### src/rtl/audfifo_pkg.sv
package audfifo_pkg;

  localparam int THR_W = 7;

  // Control / status word bit positions (software decodes these)
  localparam int CB_EN     = 0;
  localparam int CB_RXON   = 1;
  localparam int CB_TXON   = 2;
  localparam int CB_TXCLR  = 3;
  localparam int CB_RXCLR  = 4;
  localparam int CB_TXI_LO = 5;
  localparam int CB_RXI_LO = 7;
  localparam int CB_DMA    = 9;
  localparam int CB_TXERR  = 15;
  localparam int CB_RXERR  = 16;
  localparam int CB_TXW    = 17;
  localparam int CB_RXR    = 18;
  localparam int CB_TXD    = 19;
  localparam int CB_RXD    = 20;
  localparam int CB_TXE    = 21;
  localparam int CB_RXF    = 22;
  localparam int CB_SYNC   = 24;
  localparam int CB_STBY   = 25;

  // Threshold word field offsets
  localparam int TH_RXREQ = 0;
  localparam int TH_TXREQ = 8;
  localparam int TH_RXPAN = 16;
  localparam int TH_TXPAN = 24;

  // Interrupt bit positions
  localparam int IB_TXW   = 0;
  localparam int IB_RXR   = 1;
  localparam int IB_TXERR = 2;
  localparam int IB_RXERR = 3;

  typedef enum logic [1:0] {
    DLY_TXCLR = 2'd0,
    DLY_RXCLR = 2'd1,
    DLY_SYNC  = 2'd2,
    DLY_STBY  = 2'd3
  } dly_id_e;

  localparam int NUM_DLY = 4;

  function automatic int dly_ticks(input int id);
    if (id == int'(DLY_STBY)) return 4;
    return 2;
  endfunction

  function automatic int quarter_limit(input int code, input int depth);
    if (code == 0) return 1;
    return (depth * code) / 4;
  endfunction

endpackage

### src/rtl/audfifo_store.sv
module audfifo_store #(
  parameter int DEPTH = 64,
  parameter int DW    = 32,
  localparam int LVLW = $clog2(DEPTH + 1),
  localparam int PTRW = (DEPTH > 1) ? $clog2(DEPTH) : 1
) (
  input  logic            clk,
  input  logic            rst_n,
  input  logic            push,
  input  logic [DW-1:0]   push_data,
  input  logic            pop,
  input  logic            clr,
  output logic [DW-1:0]   pop_data,
  output logic [LVLW-1:0] level,
  output logic            empty,
  output logic            full
);

  logic [DW-1:0]   mem [DEPTH];
  logic [PTRW-1:0] wptr_q, wptr_d, rptr_q, rptr_d;
  logic [LVLW-1:0] lvl_q, lvl_d;
  logic            do_push, do_pop;

  function automatic logic [PTRW-1:0] bump(input logic [PTRW-1:0] p);
    return (p == PTRW'(DEPTH - 1)) ? '0 : p + 1'b1;
  endfunction

  assign empty   = (lvl_q == '0);
  assign full    = (lvl_q == LVLW'(DEPTH));
  assign level   = lvl_q;
  assign do_push = push & ~full;
  assign do_pop  = pop & ~empty;

  always_comb begin
    wptr_d = wptr_q;
    rptr_d = rptr_q;
    lvl_d  = lvl_q;
    if (clr) begin
      wptr_d = '0;
      rptr_d = '0;
      lvl_d  = '0;
    end else begin
      if (do_push) wptr_d = bump(wptr_q);
      if (do_pop)  rptr_d = bump(rptr_q);
      case ({do_push, do_pop})
        2'b10:   lvl_d = lvl_q + 1'b1;
        2'b01:   lvl_d = lvl_q - 1'b1;
        default: lvl_d = lvl_q;
      endcase
    end
  end

  always_ff @(posedge clk or negedge rst_n) begin
    if (!rst_n) begin
      wptr_q <= '0;
      rptr_q <= '0;
      lvl_q  <= '0;
    end else begin
      wptr_q <= wptr_d;
      rptr_q <= rptr_d;
      lvl_q  <= lvl_d;
    end
  end

  always_ff @(posedge clk) begin
    if (do_push && !clr) mem[wptr_q] <= push_data;
  end

  assign pop_data = empty ? '0 : mem[rptr_q];

  p_level_bound_r2: assert property (@(posedge clk) disable iff (!rst_n)
    lvl_q <= LVLW'(DEPTH));

  p_clr_empties_r8: assert property (@(posedge clk) disable iff (!rst_n)
    clr |=> empty);

  p_full_push_hold_r12: assert property (@(posedge clk) disable iff (!rst_n)
    (full && push && !pop && !clr) |=> $stable(lvl_q));

endmodule

### src/rtl/audfifo_tick_delay.sv
module audfifo_tick_delay #(
  parameter int TICKS = 2,
  localparam int CW   = $clog2(TICKS + 1)
) (
  input  logic clk,
  input  logic rst_n,
  input  logic tick,
  input  logic start,
  output logic busy,
  output logic done
);

  logic [CW-1:0] cnt_q, cnt_d;

  assign busy = (cnt_q != '0);
  assign done = busy & tick & (cnt_q == CW'(1)) & ~start;

  always_comb begin
    cnt_d = cnt_q;
    if (start)             cnt_d = CW'(TICKS);
    else if (busy && tick) cnt_d = cnt_q - 1'b1;
  end

  always_ff @(posedge clk or negedge rst_n) begin
    if (!rst_n) cnt_q <= '0;
    else        cnt_q <= cnt_d;
  end

  p_start_loads_r9: assert property (@(posedge clk) disable iff (!rst_n)
    start |=> busy);

  p_wait_for_tick_r8: assert property (@(posedge clk) disable iff (!rst_n)
    (busy && !tick && !start) |=> busy);

endmodule

### src/rtl/audfifo_thresh.sv
module audfifo_thresh
  import audfifo_pkg::*;
#(
  parameter int DEPTH = 64,
  localparam int LVLW = $clog2(DEPTH + 1),
  localparam int CMPW = (LVLW > THR_W) ? LVLW : THR_W
) (
  input  logic [LVLW-1:0] tx_level,
  input  logic [LVLW-1:0] rx_level,
  input  logic [31:0]     thr_cfg,
  input  logic            dma_on,
  input  logic [1:0]      tx_icode,
  input  logic [1:0]      rx_icode,
  output logic            dreq_tx,
  output logic            dreq_rx,
  output logic            panic_tx,
  output logic            panic_rx,
  output logic            tx_want,
  output logic            rx_ready
);

  logic [CMPW-1:0] txl, rxl, t_txreq, t_rxreq, t_txpan, t_rxpan;
  logic            unused_thr;

  assign txl     = CMPW'(tx_level);
  assign rxl     = CMPW'(rx_level);
  assign t_txreq = CMPW'(thr_cfg[TH_TXREQ +: THR_W]);
  assign t_rxreq = CMPW'(thr_cfg[TH_RXREQ +: THR_W]);
  assign t_txpan = CMPW'(thr_cfg[TH_TXPAN +: THR_W]);
  assign t_rxpan = CMPW'(thr_cfg[TH_RXPAN +: THR_W]);
  assign unused_thr = ^{thr_cfg[31], thr_cfg[23], thr_cfg[15], thr_cfg[7]};

  assign dreq_tx  = dma_on & (txl < t_txreq);
  assign panic_tx = dma_on & (txl < t_txpan);
  assign dreq_rx  = dma_on & (rxl > t_rxreq);
  assign panic_rx = dma_on & (rxl > t_rxpan);

  assign tx_want  = int'(tx_level) <  quarter_limit(int'(tx_icode), DEPTH);
  assign rx_ready = int'(rx_level) >= quarter_limit(int'(rx_icode), DEPTH);

endmodule

### src/rtl/audfifo_ctrl.sv
module audfifo_ctrl
  import audfifo_pkg::*;
#(
  parameter int DEPTH = 64,
  parameter int DW    = 32
) (
  input  logic          clk,
  input  logic          rst_n,
  input  logic          sclk_tick,
  input  logic          ctl_we,
  input  logic [31:0]   ctl_wdata,
  output logic [31:0]   ctl_rdata,
  input  logic [31:0]   thr_cfg,
  input  logic [3:0]    int_en,
  input  logic          int_clr_we,
  input  logic [3:0]    int_clr_data,
  output logic [3:0]    int_status,
  output logic          irq,
  input  logic          tx_push,
  input  logic [DW-1:0] tx_push_data,
  input  logic          ser_tx_pop,
  output logic [DW-1:0] ser_tx_data,
  input  logic          ser_rx_push,
  input  logic [DW-1:0] ser_rx_data,
  input  logic          rx_pop,
  output logic [DW-1:0] rx_pop_data,
  output logic          dreq_tx,
  output logic          dreq_rx,
  output logic          panic_tx,
  output logic          panic_rx
);

  localparam int LVLW = $clog2(DEPTH + 1);

  // Control state
  logic       en_q, en_d, rxon_q, rxon_d, txon_q, txon_d, dma_q, dma_d;
  logic [1:0] txi_q, txi_d, rxi_q, rxi_d;
  logic       sync_wr_q, sync_wr_d, sync_rd_q, sync_rd_d;
  logic       stby_q, stby_d, rdy_q, rdy_d;
  logic       txerr_q, txerr_d, rxerr_q, rxerr_d;

  // FIFO side
  logic [LVLW-1:0] tx_level, rx_level;
  logic            tx_empty, tx_full, rx_empty, rx_full;
  logic            active, tx_pop_go, rx_push_go, tx_underrun, rx_overrun;
  logic            tx_want, rx_ready;
  logic            unused_wbits;

  // Serial-clock delayed commands
  logic [NUM_DLY-1:0] dly_start, dly_busy, dly_done;

  assign dly_start[DLY_TXCLR] = ctl_we & ctl_wdata[CB_TXCLR];
  assign dly_start[DLY_RXCLR] = ctl_we & ctl_wdata[CB_RXCLR];
  assign dly_start[DLY_SYNC]  = ctl_we;
  assign dly_start[DLY_STBY]  = ctl_we & ctl_wdata[CB_STBY] & ~stby_q;

  generate
    for (genvar g = 0; g < NUM_DLY; g++) begin : g_dly
      audfifo_tick_delay #(.TICKS(dly_ticks(g))) u_dly (
        .clk   (clk),
        .rst_n (rst_n),
        .tick  (sclk_tick),
        .start (dly_start[g]),
        .busy  (dly_busy[g]),
        .done  (dly_done[g])
      );
    end
  endgenerate

  assign active      = en_q & rdy_q;
  assign tx_pop_go   = ser_tx_pop & active & txon_q;
  assign rx_push_go  = ser_rx_push & active & rxon_q;
  assign tx_underrun = tx_pop_go & tx_empty;
  assign rx_overrun  = rx_push_go & rx_full;

  assign unused_wbits = ^{ctl_wdata[31:26], ctl_wdata[23], ctl_wdata[22:17],
                          ctl_wdata[14:10], int_clr_data[1:0]};

  audfifo_store #(.DEPTH(DEPTH), .DW(DW)) u_txf (
    .clk       (clk),
    .rst_n     (rst_n),
    .push      (tx_push),
    .push_data (tx_push_data),
    .pop       (tx_pop_go),
    .clr       (dly_done[DLY_TXCLR]),
    .pop_data  (ser_tx_data),
    .level     (tx_level),
    .empty     (tx_empty),
    .full      (tx_full)
  );

  audfifo_store #(.DEPTH(DEPTH), .DW(DW)) u_rxf (
    .clk       (clk),
    .rst_n     (rst_n),
    .push      (rx_push_go),
    .push_data (ser_rx_data),
    .pop       (rx_pop),
    .clr       (dly_done[DLY_RXCLR]),
    .pop_data  (rx_pop_data),
    .level     (rx_level),
    .empty     (rx_empty),
    .full      (rx_full)
  );

  audfifo_thresh #(.DEPTH(DEPTH)) u_thr (
    .tx_level (tx_level),
    .rx_level (rx_level),
    .thr_cfg  (thr_cfg),
    .dma_on   (en_q & dma_q),
    .tx_icode (txi_q),
    .rx_icode (rxi_q),
    .dreq_tx  (dreq_tx),
    .dreq_rx  (dreq_rx),
    .panic_tx (panic_tx),
    .panic_rx (panic_rx),
    .tx_want  (tx_want),
    .rx_ready (rx_ready)
  );

  // Next-state logic
  always_comb begin
    en_d      = en_q;
    rxon_d    = rxon_q;
    txon_d    = txon_q;
    dma_d     = dma_q;
    txi_d     = txi_q;
    rxi_d     = rxi_q;
    sync_wr_d = sync_wr_q;
    sync_rd_d = sync_rd_q;
    stby_d    = stby_q;
    rdy_d     = rdy_q;
    txerr_d   = txerr_q;
    rxerr_d   = rxerr_q;
    if (ctl_we) begin
      en_d      = ctl_wdata[CB_EN];
      rxon_d    = ctl_wdata[CB_RXON];
      txon_d    = ctl_wdata[CB_TXON];
      dma_d     = ctl_wdata[CB_DMA];
      txi_d     = ctl_wdata[CB_TXI_LO +: 2];
      rxi_d     = ctl_wdata[CB_RXI_LO +: 2];
      sync_wr_d = ctl_wdata[CB_SYNC];
      stby_d    = ctl_wdata[CB_STBY];
      if (!ctl_wdata[CB_STBY]) rdy_d = 1'b0;
    end
    if (dly_done[DLY_STBY] && stby_d) rdy_d = 1'b1;
    if (dly_done[DLY_SYNC]) sync_rd_d = sync_wr_q;
    if ((ctl_we && ctl_wdata[CB_TXERR]) || (int_clr_we && int_clr_data[IB_TXERR]))
      txerr_d = 1'b0;
    if (tx_underrun) txerr_d = 1'b1;
    if ((ctl_we && ctl_wdata[CB_RXERR]) || (int_clr_we && int_clr_data[IB_RXERR]))
      rxerr_d = 1'b0;
    if (rx_overrun) rxerr_d = 1'b1;
  end

  always_ff @(posedge clk or negedge rst_n) begin
    if (!rst_n) begin
      en_q      <= 1'b0;
      rxon_q    <= 1'b0;
      txon_q    <= 1'b0;
      dma_q     <= 1'b0;
      txi_q     <= 2'd0;
      rxi_q     <= 2'd0;
      sync_wr_q <= 1'b0;
      sync_rd_q <= 1'b0;
      stby_q    <= 1'b0;
      rdy_q     <= 1'b0;
      txerr_q   <= 1'b0;
      rxerr_q   <= 1'b0;
    end else begin
      en_q      <= en_d;
      rxon_q    <= rxon_d;
      txon_q    <= txon_d;
      dma_q     <= dma_d;
      txi_q     <= txi_d;
      rxi_q     <= rxi_d;
      sync_wr_q <= sync_wr_d;
      sync_rd_q <= sync_rd_d;
      stby_q    <= stby_d;
      rdy_q     <= rdy_d;
      txerr_q   <= txerr_d;
      rxerr_q   <= rxerr_d;
    end
  end

  // Status word
  always_comb begin
    ctl_rdata                      = '0;
    ctl_rdata[CB_EN]               = en_q;
    ctl_rdata[CB_RXON]             = rxon_q;
    ctl_rdata[CB_TXON]             = txon_q;
    ctl_rdata[CB_TXI_LO +: 2]      = txi_q;
    ctl_rdata[CB_RXI_LO +: 2]      = rxi_q;
    ctl_rdata[CB_DMA]              = dma_q;
    ctl_rdata[CB_TXERR]            = txerr_q;
    ctl_rdata[CB_RXERR]            = rxerr_q;
    ctl_rdata[CB_TXW]              = tx_want;
    ctl_rdata[CB_RXR]              = rx_ready;
    ctl_rdata[CB_TXD]              = ~tx_full;
    ctl_rdata[CB_RXD]              = ~rx_empty;
    ctl_rdata[CB_TXE]              = tx_empty;
    ctl_rdata[CB_RXF]              = rx_full;
    ctl_rdata[CB_SYNC]             = sync_rd_q;
    ctl_rdata[CB_STBY]             = stby_q;
  end

  always_comb begin
    int_status           = '0;
    int_status[IB_TXW]   = tx_want;
    int_status[IB_RXR]   = rx_ready;
    int_status[IB_TXERR] = txerr_q;
    int_status[IB_RXERR] = rxerr_q;
  end

  assign irq = |(int_status & int_en);

  p_underrun_latch_r6: assert property (@(posedge clk) disable iff (!rst_n)
    (ser_tx_pop && en_q && rdy_q && txon_q && tx_empty) |=> txerr_q);

  p_overrun_latch_r7: assert property (@(posedge clk) disable iff (!rst_n)
    (ser_rx_push && en_q && rdy_q && rxon_q && rx_full) |=> (rxerr_q && rx_full));

  p_dma_gate_r3: assert property (@(posedge clk) disable iff (!rst_n)
    (dreq_tx || panic_tx || dreq_rx || panic_rx) |-> (en_q && dma_q));

  p_sync_on_tick_r9: assert property (@(posedge clk) disable iff (!rst_n)
    !sclk_tick |=> $stable(sync_rd_q));

  p_ready_on_tick_r10: assert property (@(posedge clk) disable iff (!rst_n)
    (!sclk_tick && !rdy_q) |=> !rdy_q);

  p_irq_masked_r11: assert property (@(posedge clk) disable iff (!rst_n)
    (int_en == 4'b0000) |-> !irq);

  p_tx_off_hold_r12: assert property (@(posedge clk) disable iff (!rst_n)
    (!txon_q && !tx_push && !dly_done[DLY_TXCLR]) |=> $stable(tx_level));

  p_clr_waits_r8: assert property (@(posedge clk) disable iff (!rst_n)
    dly_start[DLY_TXCLR] |=> dly_busy[DLY_TXCLR]);

endmodule

### config.mk
export PLATFORM = sky130hd
export DESIGN_NAME = audfifo_ctrl
export DESIGN_NICKNAME = d
export VERILOG_FILES = /design/src/rtl/audfifo_pkg.sv /design/src/rtl/audfifo_store.sv /design/src/rtl/audfifo_tick_delay.sv /design/src/rtl/audfifo_thresh.sv /design/src/rtl/audfifo_ctrl.sv
export SDC_FILE = /design/constraint.sdc
export NUM_CORES = 2
export LEC_CHECK = 0
export BUFFER_PORTS_ARGS = -buffer_cell sky130_fd_sc_hd__buf_2
export CORE_MARGIN = 3
export CORE_UTILIZATION = 40
export DETAILED_ROUTE_END_ITERATION = 10
export PLACE_DENSITY = 0.64
export SKIP_LAST_GASP = 1
export SLEW_MARGIN = 20
export SYNTH_ARGS = -nofsm -noshare
export SYNTH_HDL_FRONTEND = slang
export SYNTH_HIERARCHICAL = 1
export SYNTH_SLANG_ARGS = --single-unit
### constraint.sdc
create_clock -name clk -period 5.45 [get_ports clk]
set_input_delay 0.8175 -clock clk [delete_from_list [all_inputs] [get_ports clk]]
set_output_delay 0.8175 -clock clk [all_outputs]
set_load 0.05 [all_outputs]
==> metrics <==
core area=400,000 sq um; Rows=232; PnR Total Power=about 86 mW; max cap viols=0; achievable frequency=185 MHz; drt pass-1 iters=8; pwr dens=467 nW/um^2; global placer's final weighted congestion=0.801; delay-heaviest family, CP=compound AO/OA/AOI/OAI gates; Initial Util=0.402; FF+latch area=125,000 sq um; clk slew on worst S/H paths=70 ps; Slew headroom=0.209; Fin Setup TNS=0 ps; Psw=about 25 mW; clock latency on the worst-skew pair=1000 ps; class of the worst hold path=input port to asynchronous set/reset pin; critical path buffer and inverter count=2; routed len/inst=31.2 um; worst-path cell chain=inv_6, a211oi_1, o311ai_0, o311a_1, buf_2; critical path endpoint category=output port; critical path peak fanout=63; Congestion Overflow GR=0; CP startpoint kind=flop; multi-input logic area=about 35,000 sq um; status=completed; Slew Viols, Final=0; largest net degree at the start of global routing=79; Crit-path slowest cell=o311ai_0; most frequent cells in the layout=4,096 x edfxtp_1, 1,155 x mux4_2, 413 x clkbuf_16; Clk pwr share=0.324; Placed Area=roughly 170,000 sq um; global-route usage over all layers=0.198; Synth Cell Area=161,000 sq um; Internal Pwr Total=60.8 mW; CTS tree=built; Max IR drop VDD=~0.6 mV; Final Cycle Share=0.992; Die ar.=410,000 sq um; Longest Clk Path Bufs=4; Setup violations, final=0; r2r setup slk=1020 ps; RSZ-0062 raised after global routing=no; Switching Fraction=0.293; Worst EP required=4630 ps; Post-Syn Area per Cell=23.0 sq um; drt drc=0; Antenna Nets Post-Route=0; CP max stage delay=about 960 ps; H-tree depth=5; Non-Filler Instances=13,200; Max Clock Skew=76.5 ps; Die Span X=640 um; Chip Height=approximately 640 um; share of cells above drive strength 1=0.314; initial antenna violation count=32; combinational share of power=0.252; fillers=32,500; fin area=184,000 sq um; via count=around 77,000; Finished Core Util=0.460; DR iter-0 viols=9,574; CTS Root Cell=clkbuf_16; vias in the first global route=between 70,000 and 80,000; Flop pwr share=0.423; CTS buffer count=roughly 400; Area Growth Syn to Fin=14.4%; clk sink count=4,157; first-pass GRT wire length=between 500,000 and 600,000 um; dpl cells=12,400; Hold Fails Final Rpt=0; Crit Path Category=flop to output port; IO Pins=250; vias per cell=5.88; fin nets=7,741; port buffer count=211; Final min period=between 5000 and 6000 ps; most common cell after layout, fill and taps aside=edfxtp_1; Synth Instances=6,998; data arrival time of the worst path=~4600 ps; Ys Warns=6; Tightest Pin Transition=1190 ps; HPWL Detailed=226,000 um; Pleak=56.8 nW; Detailed Route WL=410,000 um
==> worst register-to-register path, cell delays in order (launching register included) <==
cell	delay, ps
dfrtp_1	620
nor2_1	160
and3_1	290
nand2b_1	430
nor3_1	470
nand3_1	740
nor2_4	780
buf_4	520
==> power groups by stage <==
stage	Sequential (mW)	Clock (mW)	Combinational, mW
after floorplan	36.6	0	15.2
after global placement	37.1	0	21.5
after detailed placement	37.1	0	21.7
after CTS	36.4	28.4	21.8
after global routing	36.4	29.7	22.8
final	36.4	27.9	21.7
==> metrics by stage <==
step	hold slack [ps]	setup WS, ps
4_1_cts	6.57	33.2
2_1_floorplan	459	105
5_1_grt	53.4	34.3
3_3_place_gp	488	840
3_5_place_dp	488	855
6_report	98.8	41.1
==> timing repair <==
action                                  CTS  global route
buffers inserted                          1             1
pin swaps                                 0             1
endpoints found under the setup margin    5             2
resized for setup                         4             1
cloned                                    0             0
hold buffers                              0             0
==> final timing paths <==
check | depth (start not counted) | start | to
min in group clk | 2 | ctl_wdata[1] | rxon_q
min | 2 | rst_n | txon_q
max in group asynchronous | 2 | rst_n | u_rxf/rptr_q[2]
max | 5 | u_txf/rptr_q[2] | ser_tx_data[28]
max reg2reg | 7 | u_rxf/level[1] | u_rxf/mem[54][22]
min reg2reg | 2 | g_dly[3].u_dly/cnt_q[2] | g_dly[3].u_dly/cnt_q[2]
==> per-layer routing <==
layer,global-route usage,share of wire
met1,0.265,0.38
met4,0.0696,0.038
met3,0.0347,0.086
met5,0,0.00020
met2,0.327,0.49
==> flip-flops by register name, summed over array words and instances, names as in the netlist, 2 cells and up <==
| register | count |
|---|---|
| u_rxf/mem | 2048 |
| u_txf/mem | 2048 |
| g_dly.u_dly/cnt_q | 9 |
| u_rxf/level | 7 |
| u_txf/level | 7 |
| u_rxf/rptr_q | 6 |
| u_rxf/wptr_q | 6 |
| u_txf/rptr_q | 6 |
| u_txf/wptr_q | 6 |
| rxi_q | 2 |
| txi_q | 2 |
==> layout make-up <==
type	instances	share of cell area
Clock inverter	246	0.0139
Timing Repair Buffer	535	0.0231
Clock buffer	501	0.0582
Antenna cell	7	0.0000952
Sequential cell	4157	0.677
Tap cell	5265	0.0358
Multi-Input combinational cell	2399	0.191
Inverter	51	0.00107
(Power assumes the default switching activity.)
